**config.mk**
```make
export PLATFORM = sky130hd
export DESIGN_NAME = adpcm_addr_ctrl
export DESIGN_NICKNAME = d
export VERILOG_FILES = /design/src/rtl/adpcm_ctrl_pkg.sv /design/src/rtl/adpcm_ptr_unit.sv /design/src/rtl/adpcm_len_tracker.sv /design/src/rtl/adpcm_addr_ctrl.sv
export SDC_FILE = /design/constraint.sdc
export NUM_CORES = 1
export LEC_CHECK = 0
export ABC_AREA = 1
export ABC_CLOCK_PERIOD_IN_PS = 2450
export BUFFER_PORTS_ARGS = -buffer_cell sky130_fd_sc_hd__buf_2
export CAP_MARGIN = 20
export CORE_MARGIN = 2
export CORE_UTILIZATION = 53
export CTS_CLUSTER_SIZE = 25
export DETAILED_ROUTE_END_ITERATION = 16
export PLACE_DENSITY = 0.81
export SLEW_MARGIN = 0
export SYNTH_ARGS = -nofsm -noshare
export SYNTH_HDL_FRONTEND = slang
export SYNTH_SLANG_ARGS = --single-unit
```
**constraint.sdc**
```tcl
create_clock -name clk -period 2.45 [get_ports clk]
set_clock_uncertainty 0.1 [all_clocks]
set_input_delay 0.49 -clock clk [delete_from_list [all_inputs] [get_ports clk]]
set_output_delay 0.49 -clock clk [all_outputs]
set_load 0.005 [all_outputs]
```
**src/rtl/adpcm_ctrl_pkg.sv**
```systemverilog
// Shared offsets and bit positions for the sample buffer pointer controller.
package adpcm_ctrl_pkg;
    localparam int REG_AW = 4;

    // Register offsets the host decodes
    localparam logic [REG_AW-1:0] OFS_PORT_LO = 4'h8;
    localparam logic [REG_AW-1:0] OFS_PORT_HI = 4'h9;
    localparam logic [REG_AW-1:0] OFS_DATA    = 4'hA;
    localparam logic [REG_AW-1:0] OFS_STATUS  = 4'hC;
    localparam logic [REG_AW-1:0] OFS_CTRL    = 4'hD;
    localparam logic [REG_AW-1:0] OFS_RATE    = 4'hE;

    // Control bit positions
    localparam int CB_WR_EXACT = 0;
    localparam int CB_WR_ARM   = 1;
    localparam int CB_RD_EXACT = 2;
    localparam int CB_RD_ARM   = 3;
    localparam int CB_LATCH    = 4;
    localparam int CB_CLEAR    = 7;

    // Status bit positions
    localparam int SB_END   = 0;
    localparam int SB_WBUSY = 2;
    localparam int SB_PLAY  = 3;
    localparam int SB_RBUSY = 7;
endpackage

```
**src/rtl/adpcm_ptr_unit.sv**
```systemverilog
// Buffer pointer: loads from the address port (exact or one early) on an arm
// event, increments once per completed access, and is cleared by the clear bit.
// Assumes arm is a single-cycle event; clear outranks arm, arm outranks step.
module adpcm_ptr_unit #(
    parameter int W = 16
) (
    input  logic         clk,
    input  logic         rst_n,
    input  logic         clr,
    input  logic         arm,
    input  logic         exact,
    input  logic [W-1:0] port_val,
    input  logic         step,
    output logic [W-1:0] ptr
);
    // Pointer register update
    always_ff @(posedge clk) begin
        if (!rst_n)     ptr <= '0;
        else if (clr)   ptr <= '0;
        else if (arm)   ptr <= exact ? port_val : port_val - W'(1);
        else if (step)  ptr <= ptr + W'(1);
    end


    step_advance_chk: assert property (@(posedge clk) disable iff (!rst_n)
        (step && !arm && !clr) |=> ptr == $past(ptr) + W'(1));


    arm_load_chk: assert property (@(posedge clk) disable iff (!rst_n)
        (arm && !clr) |=> ptr == ($past(exact) ? $past(port_val) : $past(port_val) - W'(1)));
endmodule

```
**src/rtl/adpcm_len_tracker.sv**
```systemverilog
// Length counter with half-way and end flags. A read completion counts down,
// a write completion counts up; latch mode reloads from the port every cycle
// and holds end clear. Order within a cycle: read, write, latch, clear.
// Assumes done inputs are already qualified by their pending requests.
module adpcm_len_tracker #(
    parameter int PW = 16,
    localparam int LW = PW + 1
) (
    input  logic          clk,
    input  logic          rst_n,
    input  logic          clr,
    input  logic          latch,
    input  logic [PW-1:0] port_val,
    input  logic          rd_done,
    input  logic          wr_done,
    output logic          half_f,
    output logic          end_f
);
    localparam logic [LW-1:0] HALF_MARK = LW'(1) << (PW - 1);

    logic [LW-1:0] len_q, len_d;
    logic          half_d, end_d;

    // Next-state computation in the required order of effects
    always_comb begin
        len_d  = len_q;
        half_d = half_f;
        end_d  = end_f;
        if (rd_done && !latch) begin
            if (len_d != '0) begin
                len_d  = len_d - LW'(1);
                half_d = (len_d < HALF_MARK);
            end else begin
                end_d  = 1'b1;
                half_d = 1'b0;
            end
        end
        if (wr_done) begin
            if (len_d == '0) end_d = 1'b1;
            half_d = (len_d < HALF_MARK);
            if (!latch) len_d = len_d + LW'(1);
        end
        if (latch) begin
            len_d = {1'b0, port_val};
            end_d = 1'b0;
        end
        if (clr) begin
            len_d  = '0;
            half_d = 1'b0;
            end_d  = 1'b0;
        end
    end

    // State registers
    always_ff @(posedge clk) begin
        if (!rst_n) begin
            len_q  <= '0;
            half_f <= 1'b0;
            end_f  <= 1'b0;
        end else begin
            len_q  <= len_d;
            half_f <= half_d;
            end_f  <= end_d;
        end
    end


    latch_follow_chk: assert property (@(posedge clk) disable iff (!rst_n)
        (latch && !clr) |=> (len_q == {1'b0, $past(port_val)}) && !end_f);


    clear_zero_chk: assert property (@(posedge clk) disable iff (!rst_n)
        clr |=> (len_q == '0) && !end_f && !half_f);


    read_empty_chk: assert property (@(posedge clk) disable iff (!rst_n)
        (rd_done && !wr_done && !latch && !clr && len_q == '0) |=> end_f && !half_f);


    end_cause_chk: assert property (@(posedge clk) disable iff (!rst_n)
        $rose(end_f) |-> $past(rd_done || wr_done));
endmodule

```
**src/rtl/adpcm_addr_ctrl.sv**
```systemverilog
// Host register unit for a sample buffer: address port, control, rate and
// status registers, a data register that queues single-byte accesses to an
// external slot scheduler, and the pointer and length state those accesses move.
// Assumes the scheduler pulses done for one cycle, only while its request is high.
module adpcm_addr_ctrl
    import adpcm_ctrl_pkg::*;
#(
    parameter int DATA_W = 8,
    localparam int PTR_W = 2 * DATA_W
) (
    input  logic              clk,
    input  logic              rst_n,
    input  logic              reg_wr,
    input  logic              reg_rd,
    input  logic [REG_AW-1:0] reg_addr,
    input  logic [DATA_W-1:0] reg_wdata,
    output logic [DATA_W-1:0] reg_rdata,
    input  logic              playing,
    output logic [DATA_W-1:0] rate_cfg,
    output logic              mem_wr_req,
    output logic [PTR_W-1:0]  mem_wr_addr,
    output logic [DATA_W-1:0] mem_wr_data,
    input  logic              mem_wr_done,
    output logic              mem_rd_req,
    output logic [PTR_W-1:0]  mem_rd_addr,
    input  logic [DATA_W-1:0] mem_rd_data,
    input  logic              mem_rd_done,
    output logic              irq_half,
    output logic              irq_end
);
    logic [PTR_W-1:0]  port_q;
    logic [DATA_W-1:0] ctrl_q, ctrl_eff, rate_q, wbuf_q, rbuf_q;
    logic              wr_pend, rd_pend;
    logic              hit_lo, hit_hi, hit_ctrl, hit_rate, data_wr, data_rd;
    logic              clr, latch, wr_fire, rd_fire;
    logic              half_f, end_f;
    logic [1:0]        arm_vec, exact_vec, step_vec;
    logic [PTR_W-1:0]  ptr_vec [2];

    // Host strobe decode
    always_comb begin
        hit_lo   = reg_wr && (reg_addr == OFS_PORT_LO);
        hit_hi   = reg_wr && (reg_addr == OFS_PORT_HI);
        hit_ctrl = reg_wr && (reg_addr == OFS_CTRL);
        hit_rate = reg_wr && (reg_addr == OFS_RATE);
        data_wr  = reg_wr && (reg_addr == OFS_DATA);
        data_rd  = reg_rd && (reg_addr == OFS_DATA);
    end

    // Control value in force this cycle, including a write landing now
    always_comb begin
        ctrl_eff = hit_ctrl ? reg_wdata : ctrl_q;
        clr      = ctrl_eff[CB_CLEAR];
        latch    = ctrl_eff[CB_LATCH];
        wr_fire  = mem_wr_done && wr_pend;
        rd_fire  = mem_rd_done && rd_pend;
    end

    // Host-written registers
    always_ff @(posedge clk) begin
        if (!rst_n) begin
            port_q <= '0;
            ctrl_q <= '0;
            rate_q <= '0;
            wbuf_q <= '0;
        end else begin
            if (hit_lo)   port_q[DATA_W-1:0]     <= reg_wdata;
            if (hit_hi)   port_q[PTR_W-1:DATA_W] <= reg_wdata;
            if (hit_ctrl) ctrl_q <= reg_wdata;
            if (hit_rate) rate_q <= reg_wdata;
            if (data_wr)  wbuf_q <= reg_wdata;
        end
    end

    // Pending write: raised by a data write, dropped on completion or clear
    always_ff @(posedge clk) begin
        if (!rst_n)        wr_pend <= 1'b0;
        else if (clr)      wr_pend <= 1'b0;
        else if (data_wr)  wr_pend <= 1'b1;
        else if (wr_fire)  wr_pend <= 1'b0;
    end

    // Pending fetch: raised by a data read, dropped on completion or clear
    always_ff @(posedge clk) begin
        if (!rst_n)        rd_pend <= 1'b0;
        else if (clr)      rd_pend <= 1'b0;
        else if (data_rd)  rd_pend <= 1'b1;
        else if (rd_fire)  rd_pend <= 1'b0;
    end

    // Fetched byte buffer
    always_ff @(posedge clk) begin
        if (!rst_n)       rbuf_q <= '0;
        else if (rd_fire) rbuf_q <= mem_rd_data;
    end

    // Per-pointer arm, exact and step selection (index 0 = write, 1 = read)
    always_comb begin
        arm_vec[0]   = ctrl_eff[CB_WR_ARM] && !ctrl_q[CB_WR_ARM];
        arm_vec[1]   = ctrl_eff[CB_RD_ARM] && !ctrl_q[CB_RD_ARM];
        exact_vec[0] = ctrl_eff[CB_WR_EXACT];
        exact_vec[1] = ctrl_eff[CB_RD_EXACT];
        step_vec[0]  = wr_fire;
        step_vec[1]  = rd_fire;
    end

    for (genvar g = 0; g < 2; g++) begin : g_ptr
        adpcm_ptr_unit #(.W(PTR_W)) u_ptr (
            .clk      (clk),
            .rst_n    (rst_n),
            .clr      (clr),
            .arm      (arm_vec[g]),
            .exact    (exact_vec[g]),
            .port_val (port_q),
            .step     (step_vec[g]),
            .ptr      (ptr_vec[g])
        );
    end

    adpcm_len_tracker #(.PW(PTR_W)) u_len (
        .clk      (clk),
        .rst_n    (rst_n),
        .clr      (clr),
        .latch    (latch),
        .port_val (port_q),
        .rd_done  (rd_fire),
        .wr_done  (wr_fire),
        .half_f   (half_f),
        .end_f    (end_f)
    );

    // Host read data mux
    always_comb begin
        reg_rdata = '0;
        if (reg_addr == OFS_DATA)   reg_rdata = rbuf_q;
        if (reg_addr == OFS_CTRL)   reg_rdata = ctrl_q;
        if (reg_addr == OFS_RATE)   reg_rdata = rate_q;
        if (reg_addr == OFS_STATUS) begin
            reg_rdata[SB_END]   = end_f;
            reg_rdata[SB_WBUSY] = wr_pend;
            reg_rdata[SB_PLAY]  = playing;
            reg_rdata[SB_RBUSY] = rd_pend;
        end
    end

    // Output drive
    always_comb begin
        mem_wr_req  = wr_pend;
        mem_rd_req  = rd_pend;
        mem_wr_addr = ptr_vec[0];
        mem_rd_addr = ptr_vec[1];
        mem_wr_data = wbuf_q;
        rate_cfg    = rate_q;
        irq_half    = half_f;
        irq_end     = end_f;
    end


    wr_req_hold_chk: assert property (@(posedge clk) disable iff (!rst_n)
        $fell(mem_wr_req) |-> $past(mem_wr_done) || $past(clr));


    rd_req_hold_chk: assert property (@(posedge clk) disable iff (!rst_n)
        $fell(mem_rd_req) |-> $past(mem_rd_done) || $past(clr));


    wr_req_raise_chk: assert property (@(posedge clk) disable iff (!rst_n)
        (data_wr && !clr) |=> mem_wr_req);


    clear_idle_chk: assert property (@(posedge clk) disable iff (!rst_n)
        clr |=> !mem_wr_req && !mem_rd_req && mem_wr_addr == '0 && mem_rd_addr == '0);
endmodule

```
==> summary.txt <==
Synthesis
  • Mux share of post-synthesis cell area: 0%
  • Mapped Area: about 0.0064 mm²
  • Syn Nets: approximately 1000
  • Main flop type after synthesis: dfxtp_1
  • Largest family of logic cells by synthesized area: simple AND/OR/NAND/NOR gates
  • Gate Count Post-Synth: about 990
  • Adder-cell share of the synthesized area: 1.17%
  • Synth Area in Compound Gates: ~23%
  • Post-synth EDFFs: 0
  • Seq/Total Area, Yosys: about a third
  • Post-synth top area cell: dfxtp_1
  • Simple-gate share of the synthesized area: ~30%
  • Asr flop ratio synth: 0%
  • Seq cells post-synth: approximately 100
  • Post-synthesis cell type count: 47
  • Syn. warnings: 0
  • Post-synthesis xor/xnor area fraction: under 10%
  • Yosys top cell area share: a little under a third
  • Mean Syn Cell Area: between 6 and 7 µm²
  • Top cells by area, synth: dfxtp_1 32%, nand2_1 11%, o21ai_0 7.7%, inv_1 7.1%, a21oi_1 6.6%

Power
  • Sw frac: 30.9%
  • Pwr Total: 3.90 mW
  • Max VDD drop: about 330 µV
  • Clk pwr share: 34.6%
  • Comb pwr share: 21.2%
  • Power Dens Cells: ~500 mW/mm²
  • Leak: approximately 3.6 nW
  • Total internal power: 2.70 mW
  • Seq pwr share: around 44%
  • Psw: between 1 and 1.5 mW

Min path
  • Worst hold path class: input pin to flip-flop

Placement
  • HPWL after DPL: about 14000 µm
  • Placed Cells: ~1300
  • Gp weighted congestion: between 0.9 and 1
  • Number of port buffers: 86

Timing
  • Final period util: a little over nine tenths
  • Endpoints failing setup: 0
  • Slew HR: between 70% and 80%
  • Measured slew at the worst slew-check pin: 0.425 ns
  • Final Hold Vio Count: 0
  • Final worst path period need: ~2.4 ns
  • Fmax: 421 MHz
  • RSZ-0062 raised after global routing: yes
  • Final Max Slew Viols: 0
  • Hold_ws: between 0.2 and 0.3 ns

Global routing
  • Initial antenna violation count: 0
  • Global-route wire length before repair: between 30000 and 40000 µm
  • Vias in the first global route: around 6500
  • Remaining global-route overflow: 0
  • Pin count of the biggest net entering global routing: 37
  • Total global-route track usage: roughly 30%

Die
  • Top Ports: 87
  • Rows: 40
  • Core area: between 0.01 and 0.015 mm²
  • Initial Utilization: 53.8%
  • Die height: ~110 µm
  • Die footprint: between 0.01 and 0.015 mm²
  • Die W: between 100 and 150 µm

Clock network
  • CTS tree: yes
  • CTS Buf Count: 9
  • # clock sinks: a little over 100
  • H-tree level count: 3
  • CTS Buffer Depth: 2
  • Clk slew on worst S/H paths: roughly 0.070 ns
  • Clk_lat worst skew: ~0.35 ns
  • CTS root buf: clkbuf_16
  • Hold Buf Count CTS: 0

Cells and area
  • Fraction of layout cells with a size suffix above 1: between 20 and 25%
  • Final net count: 1152
  • Syn-to-layout area delta: 21.0%
  • Antenna cells: 0
  • Final Core Density: approximately two thirds
  • Fin cells: 1269

Worst setup path
  • Worst EP required: 2.59 ns
  • Setup Crit Path Kind: flip-flop to flip-flop
  • Startpoint Class: flip-flop
  • Data arrival, critical path: 2.52 ns
  • CP Capture Type: flip-flop
  • CP max FO: 5

Detailed routing
  • Post-route DRC: 0
  • Vias: about 7300
  • Drt wl/cell: between 15 and 20 µm
  • Detailed Route WL: between 15000 and 20000 µm
  • DR iter-0 viols: ~680
  • First drt pass iteration count: 5
  • Vias per cell: 5.72
  • Routed Antenna Nets: 0

Outcome
  • Status: complete, no violations

Flow run
  • Total of max-cap violations: 0
## logic make-up after synthesis
group	count (synthesis)
buf+inv	168
xor+xnor	29
fa+ha+maj	6
compound gates	256
simple gates	432
flops	101
## layer usage
layer | wire length (µm) | vias to the layer above | track usage, %
met5 | 0 | - | 0
met4 | 553 | 0 | 12.3
met3 | 1750 | 46 | 5.42
met2 | 8670 | 378 | 46.4
met1 | 8290 | 3291 | 40.2
li1 | - | 3546 | -
## Yosys cell counts (all sizes together), types with 2 or more instances
library cell	number
nand2	203
inv	127
nor2	124
o21ai	108
dfxtp	101
a21oi	86
nand3	60
clkbuf	25
xor2	25
nor3	22
a31oi	16
o211ai	16
nand4	15
buf	13
a211oi	7
a221oi	7
ha	6
o21bai	5
nor4	4
xnor2	4
clkinv	3
o2111ai	3
o22ai	2
o31ai	2
or2	2
## path summary, 6_finish.rpt
| path | end | cells after the start | slack (ns) | from |
|---|---|---|---|---|
| worst min-delay path | rbuf_q[1] | 3 | 0.29 | mem_rd_data[1] |
| worst max register to register | u_len.len_q[10] | 17 | 0.07 | u_len.len_q[7] |
| worst min register to register | rate_cfg[1] | 2 | 0.37 | rate_cfg[1] |
| worst max-delay path | u_len.len_q[10] | 17 | 0.07 | u_len.len_q[7] |
## cell type report
cell class                 instances  area [µm²]
sequential                       101        2030
inverter                         130         488
clock inverter                     4        26.3
tap                              147         184
clock buffer                      10         239
fill                            1105        4150
multi-input combinational        723        3840
timing repair buffer             154         953
## cell usage in the layout (no fill, tap or decap), drive strengths merged, types with 3 or more instances in the layout
cell / n
nor3: 22
ha: 6
buf: 154
clkbuf: 10
o21bai: 5
a221oi: 7
o2111ai: 3
a21oi: 86
nor2: 124
dfxtp: 101
o211ai: 16
o21ai: 108
nand3: 60
a31oi: 16
a211oi: 7
nor4: 4
xor2: 25
nand4: 15
inv: 127
nand2: 203
xnor2: 4
clkinv: 6
## sequential cells by signal, indices dropped and copies added (netlist names)
name             flops
g_ptr.u_ptr.ptr     32
u_len.len_q         17
port_q              16
ctrl_q               8
mem_wr_data          8
rate_cfg             8
rbuf_q               8
mem_rd_req           1
mem_wr_req           1
u_len.end_f          1
u_len.half_f         1
## critical path, cell delays in order, from the launching register on
cell     delay, ns
dfxtp_1       0.36
nor2_2        0.13
nand2_2       0.10
nor2_4        0.15
nand3_4       0.11
nand3_2       0.09
nand2_1       0.07
nand2_2       0.09
ha_2          0.17
nand2_1       0.07
inv_1         0.06
nand3_2       0.10
nor2_4        0.19
nand2_2       0.08
nor2_2        0.11
xor2_1        0.07
o21ai_1       0.15
inv_1         0.05
## power by group through the flow
stage	Sequential, mW	Combinational, mW	Clock, mW
2_1_floorplan	1.75	0.519	0
3_3_place_gp	1.76	0.765	0
3_5_place_dp	1.76	0.779	0
4_1_cts	1.72	0.786	1.35
5_1_grt	1.73	0.923	1.41
6_report	1.73	0.826	1.35
## what timing repair did
item | CTS | global route
buffers inserted | 0 | 2
setup endpoints to repair | 3 | 16
cloned | 0 | 0
resized for setup | 1 | 30
pin swaps | 1 | 15
## per-stage QoR
step                      instance area [µm²]   TNS, ns  worst slack (ns)
final                                    7760         0            0.0738
after detailed placement                 7380    -0.733            -0.156
after CTS                                7650  -0.00409          -0.00409
after global placement                   7380    -0.124           -0.0517
after global routing                     7760    -0.193           -0.0518
after floorplan                          6430         0           0.00208
Power figures use the tool's default switching activity.
